===== config.mk =====
export PLATFORM = sky130hd
export DESIGN_NAME = boot_select
export DESIGN_NICKNAME = d
export VERILOG_FILES = /design/src/rtl/boot_select_pkg.sv /design/src/rtl/boot_sel_state.sv /design/src/rtl/boot_addr_decode.sv /design/src/rtl/boot_select.sv
export SDC_FILE = /design/constraint.sdc
export NUM_CORES = 1
export LEC_CHECK = 0
export BUFFER_PORTS_ARGS = -buffer_cell sky130_fd_sc_hd__buf_2
export CAP_MARGIN = 20
export CORE_ASPECT_RATIO = 1.75
export CORE_UTILIZATION = 44
export CTS_CLUSTER_DIAMETER = 30
export DETAILED_ROUTE_END_ITERATION = 16
export PLACE_DENSITY = 0.9
export SLEW_MARGIN = 20
export SYNTH_ARGS = -nofsm -noshare
export SYNTH_HDL_FRONTEND = slang
export SYNTH_SLANG_ARGS = --single-unit

===== constraint.sdc =====
create_clock -name clk -period 2.2 [get_ports clk]
set_input_delay 0.44 -clock clk [delete_from_list [all_inputs] [get_ports clk]]
set_output_delay 0.44 -clock clk [all_outputs]
set_load 0.02 [all_outputs]

===== src/rtl/boot_select_pkg.sv =====
package boot_select_pkg;
  localparam int unsigned ADDR_W      = 32;
  localparam int unsigned STATUS_W    = 8;
  localparam int unsigned ST_SOCK_BIT = 5;
  localparam int unsigned ST_FLAG_BIT = 1;
  localparam int unsigned ST_BANK_BIT = 0;

  typedef enum logic [1:0] {
    RG_NONE = 2'd0,
    RG_SOCK = 2'd1,
    RG_NOR  = 2'd2,
    RG_BOOT = 2'd3
  } region_e;
endpackage


===== src/rtl/boot_sel_state.sv =====
module boot_sel_state #(
  parameter int unsigned BANK_W = 1
) (
  input  logic              clk,
  input  logic              rst_n,
  input  logic              jumper_fit,
  input  logic              redir_en,
  input  logic              wdog_exp,
  input  logic              brd_rst,
  input  logic              sel_wr,
  input  logic [BANK_W-1:0] sel_bank,
  input  logic              clr_flag,
  output logic              boot_sock,
  output logic [BANK_W-1:0] boot_bank,
  output logic              redir_flag
);
  logic [BANK_W-1:0] prim_bank;
  logic [BANK_W-1:0] next_bank;
  logic              expire_ok;

  assign expire_ok = wdog_exp & redir_en;
  assign next_bank = prim_bank + BANK_W'(redir_flag);

  always_ff @(posedge clk) begin
    if (!rst_n) begin
      boot_sock  <= jumper_fit;
      boot_bank  <= '0;
      prim_bank  <= '0;
      redir_flag <= 1'b0;
    end else begin
      if (brd_rst) begin
        boot_sock <= jumper_fit;
        boot_bank <= next_bank;
      end
      if (sel_wr) prim_bank <= sel_bank;
      if (expire_ok)     redir_flag <= 1'b1;
      else if (clr_flag) redir_flag <= 1'b0;
    end
  end

  a_r8_flag_cause: assert property (@(posedge clk) disable iff (!rst_n)
    $rose(redir_flag) |-> $past(wdog_exp && redir_en));
  a_r9_clear_wins: assert property (@(posedge clk) disable iff (!rst_n)
    (clr_flag && !wdog_exp) |=> !redir_flag);
  a_r10_bank_hold: assert property (@(posedge clk) disable iff (!rst_n)
    (!$stable(boot_bank) && $past(rst_n)) |-> $past(brd_rst));
  a_r11_src_hold: assert property (@(posedge clk) disable iff (!rst_n)
    (!$stable(boot_sock) && $past(rst_n)) |-> $past(brd_rst));
endmodule


===== src/rtl/boot_addr_decode.sv =====
module boot_addr_decode
  import boot_select_pkg::*;
#(
  parameter logic [ADDR_W-1:0] SOCK_BASE = 32'hFC80_0000,
  parameter int unsigned       SOCK_AW   = 19,
  parameter logic [ADDR_W-1:0] NOR_BASE  = 32'hE000_0000,
  parameter int unsigned       NOR_AW    = 24,
  parameter int unsigned       NOR_BANKS = 2,
  parameter logic [ADDR_W-1:0] BOOT_BASE = 32'hFFF0_0000,
  parameter int unsigned       BOOT_AW   = 20
) (
  input  logic                       clk,
  input  logic                       rst_n,
  input  logic                       req_valid,
  input  logic [ADDR_W-1:0]          req_addr,
  input  logic                       boot_sock,
  input  logic [$clog2(NOR_BANKS)-1:0] boot_bank,
  output logic                       cs_sock,
  output logic [NOR_BANKS-1:0]       cs_nor,
  output logic [NOR_AW-1:0]          dev_off,
  output logic                       dec_err
);
  localparam int unsigned BANK_W = $clog2(NOR_BANKS);
  localparam int unsigned NOR_TW = NOR_AW + BANK_W;

  region_e             region;
  logic [BANK_W-1:0]   nor_idx;
  logic [NOR_BANKS-1:0] bank_hit;
  logic                sock_d, err_d;
  logic [NOR_BANKS-1:0] nor_d;
  logic [NOR_AW-1:0]   off_d;

  always_comb begin
    region = RG_NONE;
    if (req_addr[ADDR_W-1:SOCK_AW] == SOCK_BASE[ADDR_W-1:SOCK_AW])     region = RG_SOCK;
    else if (req_addr[ADDR_W-1:NOR_TW] == NOR_BASE[ADDR_W-1:NOR_TW])   region = RG_NOR;
    else if (req_addr[ADDR_W-1:BOOT_AW] == BOOT_BASE[ADDR_W-1:BOOT_AW]) region = RG_BOOT;
  end

  assign nor_idx = req_addr[NOR_AW +: BANK_W];

  for (genvar g = 0; g < NOR_BANKS; g++) begin : g_bank
    assign bank_hit[g] =
      ((region == RG_NOR) && (nor_idx == BANK_W'(g))) ||
      ((region == RG_BOOT) && !boot_sock && (boot_bank == BANK_W'(g)));
  end

  always_comb begin
    sock_d = 1'b0;
    nor_d  = '0;
    off_d  = '0;
    err_d  = 1'b0;
    if (req_valid) begin
      nor_d = bank_hit;
      unique case (region)
        RG_SOCK: begin
          sock_d = 1'b1;
          off_d  = NOR_AW'(req_addr[SOCK_AW-1:0]);
        end
        RG_NOR:  off_d = req_addr[NOR_AW-1:0];
        RG_BOOT: begin
          sock_d = boot_sock;
          off_d  = boot_sock ? NOR_AW'(req_addr[SOCK_AW-1:0])
                             : NOR_AW'(req_addr[BOOT_AW-1:0]);
        end
        default: err_d = 1'b1;
      endcase
    end
  end

  always_ff @(posedge clk) begin
    if (!rst_n) begin
      cs_sock <= 1'b0;
      cs_nor  <= '0;
      dev_off <= '0;
      dec_err <= 1'b0;
    end else begin
      cs_sock <= sock_d;
      cs_nor  <= nor_d;
      dev_off <= off_d;
      dec_err <= err_d;
    end
  end

  a_r7_one_select: assert property (@(posedge clk) disable iff (!rst_n)
    $onehot0({cs_sock, cs_nor, dec_err}));
  a_r7_err_needs_req: assert property (@(posedge clk) disable iff (!rst_n)
    dec_err |-> $past(req_valid));
  a_r7_idle_quiet: assert property (@(posedge clk) disable iff (!rst_n)
    !req_valid |=> !(cs_sock || (|cs_nor) || dec_err));
  a_r5_window_sock: assert property (@(posedge clk) disable iff (!rst_n)
    (req_valid && boot_sock && (req_addr[ADDR_W-1:BOOT_AW] == BOOT_BASE[ADDR_W-1:BOOT_AW]))
      |=> cs_sock);
endmodule


===== src/rtl/boot_select.sv =====
module boot_select
  import boot_select_pkg::*;
#(
  parameter logic [31:0] SOCK_BASE = 32'hFC80_0000,
  parameter int unsigned SOCK_AW   = 19,
  parameter logic [31:0] NOR_BASE  = 32'hE000_0000,
  parameter int unsigned NOR_AW    = 24,
  parameter int unsigned NOR_BANKS = 2,
  parameter logic [31:0] BOOT_BASE = 32'hFFF0_0000,
  parameter int unsigned BOOT_AW   = 20,
  localparam int unsigned BANK_W   = $clog2(NOR_BANKS)
) (
  input  logic                 clk,
  input  logic                 rst_n,
  input  logic                 jumper_fit,
  input  logic                 redir_en,
  input  logic                 wdog_exp,
  input  logic                 brd_rst,
  input  logic                 sel_wr,
  input  logic [BANK_W-1:0]    sel_bank,
  input  logic                 clr_flag,
  input  logic                 req_valid,
  input  logic [31:0]          req_addr,
  output logic                 cs_sock,
  output logic [NOR_BANKS-1:0] cs_nor,
  output logic [NOR_AW-1:0]    dev_off,
  output logic                 dec_err,
  output logic [7:0]           boot_status
);
  logic              boot_sock;
  logic [BANK_W-1:0] boot_bank;
  logic              redir_flag;

  boot_sel_state #(.BANK_W(BANK_W)) u_state (
    .clk        (clk),
    .rst_n      (rst_n),
    .jumper_fit (jumper_fit),
    .redir_en   (redir_en),
    .wdog_exp   (wdog_exp),
    .brd_rst    (brd_rst),
    .sel_wr     (sel_wr),
    .sel_bank   (sel_bank),
    .clr_flag   (clr_flag),
    .boot_sock  (boot_sock),
    .boot_bank  (boot_bank),
    .redir_flag (redir_flag)
  );

  boot_addr_decode #(
    .SOCK_BASE (SOCK_BASE), .SOCK_AW (SOCK_AW),
    .NOR_BASE  (NOR_BASE),  .NOR_AW  (NOR_AW), .NOR_BANKS (NOR_BANKS),
    .BOOT_BASE (BOOT_BASE), .BOOT_AW (BOOT_AW)
  ) u_dec (
    .clk       (clk),
    .rst_n     (rst_n),
    .req_valid (req_valid),
    .req_addr  (req_addr),
    .boot_sock (boot_sock),
    .boot_bank (boot_bank),
    .cs_sock   (cs_sock),
    .cs_nor    (cs_nor),
    .dev_off   (dev_off),
    .dec_err   (dec_err)
  );

  always_comb begin
    boot_status = '0;
    boot_status[ST_SOCK_BIT] = boot_sock;
    boot_status[ST_FLAG_BIT] = redir_flag;
    boot_status[ST_BANK_BIT] = boot_bank[0];
  end

  a_r10_load_sum: assert property (@(posedge clk) disable iff (!rst_n)
    (brd_rst && !redir_flag) |=> (boot_status[ST_BANK_BIT] == $past(u_state.prim_bank[0])));
endmodule


==> results.yml <==
yosys:
  synth-seq-area-share_pct: 53.89
  netlist.area_leader.share_pct: 51.40
  synthDistinctLibCells: 32
  synth.top_cells.by_area: "dfxtp_1, a21boi_2, buf_4"
  yosys_warnings: 0
  avgSynthCellArea_sq_um: 11.50
  synth_largest_area_cell: "dfxtp_1"
  ys_ff_latch: 32
  netlist_area_sq_mm: 0.001207
  syn_inst: 105
route:
  wl_per_cell_um: 13.02
  viasPerCell: 4.911
  vias: 997
  ant_nets: 0
  finalWirelength_um: 2643
  drc: 0
  drt_iter0_drc: 30
  firstDrtPassIters: 4
global_route:
  grt_overflow: 0
  grt_max_degree: 24
  grt_busiest_layer: "met2"
  grt_pass1_vias: 993
  use_met2_pct: 34.55
  antenna_found_initial: 0
  grt_pass1_wl_um: 4284
  track_usage_pct: 18.90
  grt_util_met1_pct: 18.74
  met3_usage_pct: 4.786
sta:
  worst_clock_skew_ps: 2.775
  tns_ps: 0
  slew_viol_final: 0
  rsz0062_at_grt: "no"
  worst_slew_pin_slew_ps: 872.8
  finalCritPeriodShare_pct: 77.71
  period_needed_ps: 1710
  hold_violations: 0
  slew_headroom_pct: 41.81
  setup_viol: 0
  timing.fmax_ghz: 0.5849
power:
  pwr-share-comb_pct: 7.4
  pwr-share-clk_pct: 41.9
  p_total_mw: 1.173
  powerDensity_mw_per_mm2: 720.3
  p_sw_share_pct: 21.37
  leakage_nw: 0.8102
  p_switching_uw: 250.8
  ir_drop_v: 0.0006842
  p_int_uw: 922.6
  seqPwrFrac_pct: 50.6
critical_path:
  start_kind: "primary input"
  r2r_start: "u_state.boot_sock"
  crit_path_cell_trace: "buf_2 -> nor4_1 -> nand3_1 -> a211o_1 -> a21boi_1"
  cp_max_fo: 20
  max_stage_delay_ps: 620
  cp.required_ps: 2390
  crit_slowest_cell: "a211o_1"
  cp.buffers_inverters: 1
  crit_cells: 5
  endpoint_kind: "flop"
  timing.rr.end: "u_dec.cs_nor[0]"
  r2r_setup_slack_ps: 990
  criticalPathCategory: "primary input to flop"
  critPathArrivalTime_ps: 1900
  r2r_cells: 2
  crit_family: "compound AO/OA/AOI/OAI gates"
final_layout:
  final_common_cell: "buf_2"
  antenna_cells: 0
  multi_input_area_sq_um: 460.4
  final_cell_mix: "buf_2, dfxtp_1, a21boi_2"
  final_net_count: 218
  syn_to_final_growth_pct: 34.92
  register_area_sq_um: 650.6
  fillers: 199
  drive_gt1_share_pct: 55.93
floorplanning:
  die_w_um: 41.60
  core-area_sq_mm: 0.002552
  die_area_sq_mm: 0.002966
  io_pins: 78
  die_y_um: 71.30
  placementRows: 24
  start_util_pct: 47.30
placement:
  dp_hpwl_um: 2136
  gp_congestion: 0.8898
  numPortBuffers: 72
min_path:
  hold_class: "primary input to flop"
  worstHoldEndpoint: "u_state.boot_sock"
  hold_depth: 1
  hp-start: "jumper_fit"
cts:
  path_clk_slew_ps: 70
  cts_made_buffers: 5
  cts_resized: 0
  cts_hold_buf: 0
  post-cts-setup-buffers: 0
  cts_buffer_depth: 2
  insertion_delay_ps: 270
  cts-root-buf: "clkbuf_8"
  cts_tree: "done"
  h-tree-depth: 2
  cts_sinks: 32
job:
  maxCapViolations: 0
outcome:
  run_status: "finished clean"
==> registers in the layout (all words and copies together), names as in the netlist <==
register	flops
u_dec.cs_nor	2
u_state.redir_flag	1
u_dec.cs_sock	1
u_dec.dec_err	1
u_state.boot_sock	1
u_state.prim_bank	1
u_dec.dev_off	24
u_state.boot_bank	1
==> area by class of cell <==
class	count	share of cell area (%)
clock buffer	6	5.760
timing repair buffer	72	22.12
inverter	5	1.152
sequential	32	39.94
multi-input combinational	60	28.26
tap	26	1.997
clock inverter	2	0.7681
==> per-layer routing <==
| metal | share of wire, % | vias up |
|---|---|---|
| met5 | 0 | - |
| met4 | 3.6 | 0 |
| met3 | 7.3 | 10 |
| met2 | 55 | 61 |
| met1 | 34 | 440 |
| li1 | - | 486 |
==> power groups by stage <==
stage	sequential [mW]	clock, mW	combinational (mW)
floorplan	0.608	0	0.0479
global placement	0.607	0	0.0837
detailed placement	0.607	0	0.0864
CTS	0.594	0.503	0.0872
global route	0.595	0.527	0.0942
finish	0.594	0.492	0.0873
==> Yosys cell counts, drive strengths merged <==
| cell type | instances |
|---|---|
| and3 | 1 |
| nand4 | 1 |
| or2 | 1 |
| dfxtp | 31 |
| buf | 12 |
| or4 | 2 |
| nand3 | 4 |
| edfxtp | 1 |
| mux2i | 1 |
| o211a | 1 |
| nor2b | 1 |
| nand2b | 2 |
| nor2 | 5 |
| nand2 | 4 |
| a211o | 1 |
| inv | 5 |
| nor4 | 1 |
| xnor2 | 1 |
| nor3 | 2 |
| conb | 1 |
| a21boi | 20 |
| or4b | 1 |
| or3 | 1 |
| o2111a | 1 |
| a21oi | 4 |
==> worst max path at each step <==
stage                      start           endpoint  slack, ps
floorplan           req_addr[27]  u_dec.dev_off[10]        640
global placement    req_addr[22]  u_dec.dev_off[17]        300
detailed placement  req_addr[22]  u_dec.dev_off[18]        210
CTS                 req_addr[22]  u_dec.dev_off[18]        490
global route        req_addr[22]  u_dec.dev_off[18]        380
finish              req_addr[22]   u_dec.dev_off[0]        490
==> stage by stage <==
step	util (%)	area, sq um	hold slack [ps]	setup slack [ps]	std cells
CTS	63.82	1629	336.4	491.3	203
global route	63.82	1629	331.5	375.6	203
detailed placement	59.66	1523	527.9	209.7	195
global placement	59.66	1523	490.1	302.8	195
finish	63.82	1629	342.4	490.4	203
floorplan	-	1222	479.3	644.1	109
==> logic make-up (layout without fill, tap and decap cells) <==
family                    after synthesis  count (layout)  synth area share [%]
muxes                                   1               1                0.8290
buffers and inverters                  17              85                 9.223
and+or+nand+nor                        26              26                 13.47
xor gates and xnor gates                1               1                0.7255
DFF                                    32              32                 53.89
other                                   1               5                0.3106
AOI/OAI and AO/OA                      27              27                 21.55
No activity file was read; power rests on OpenSTA's default activity.
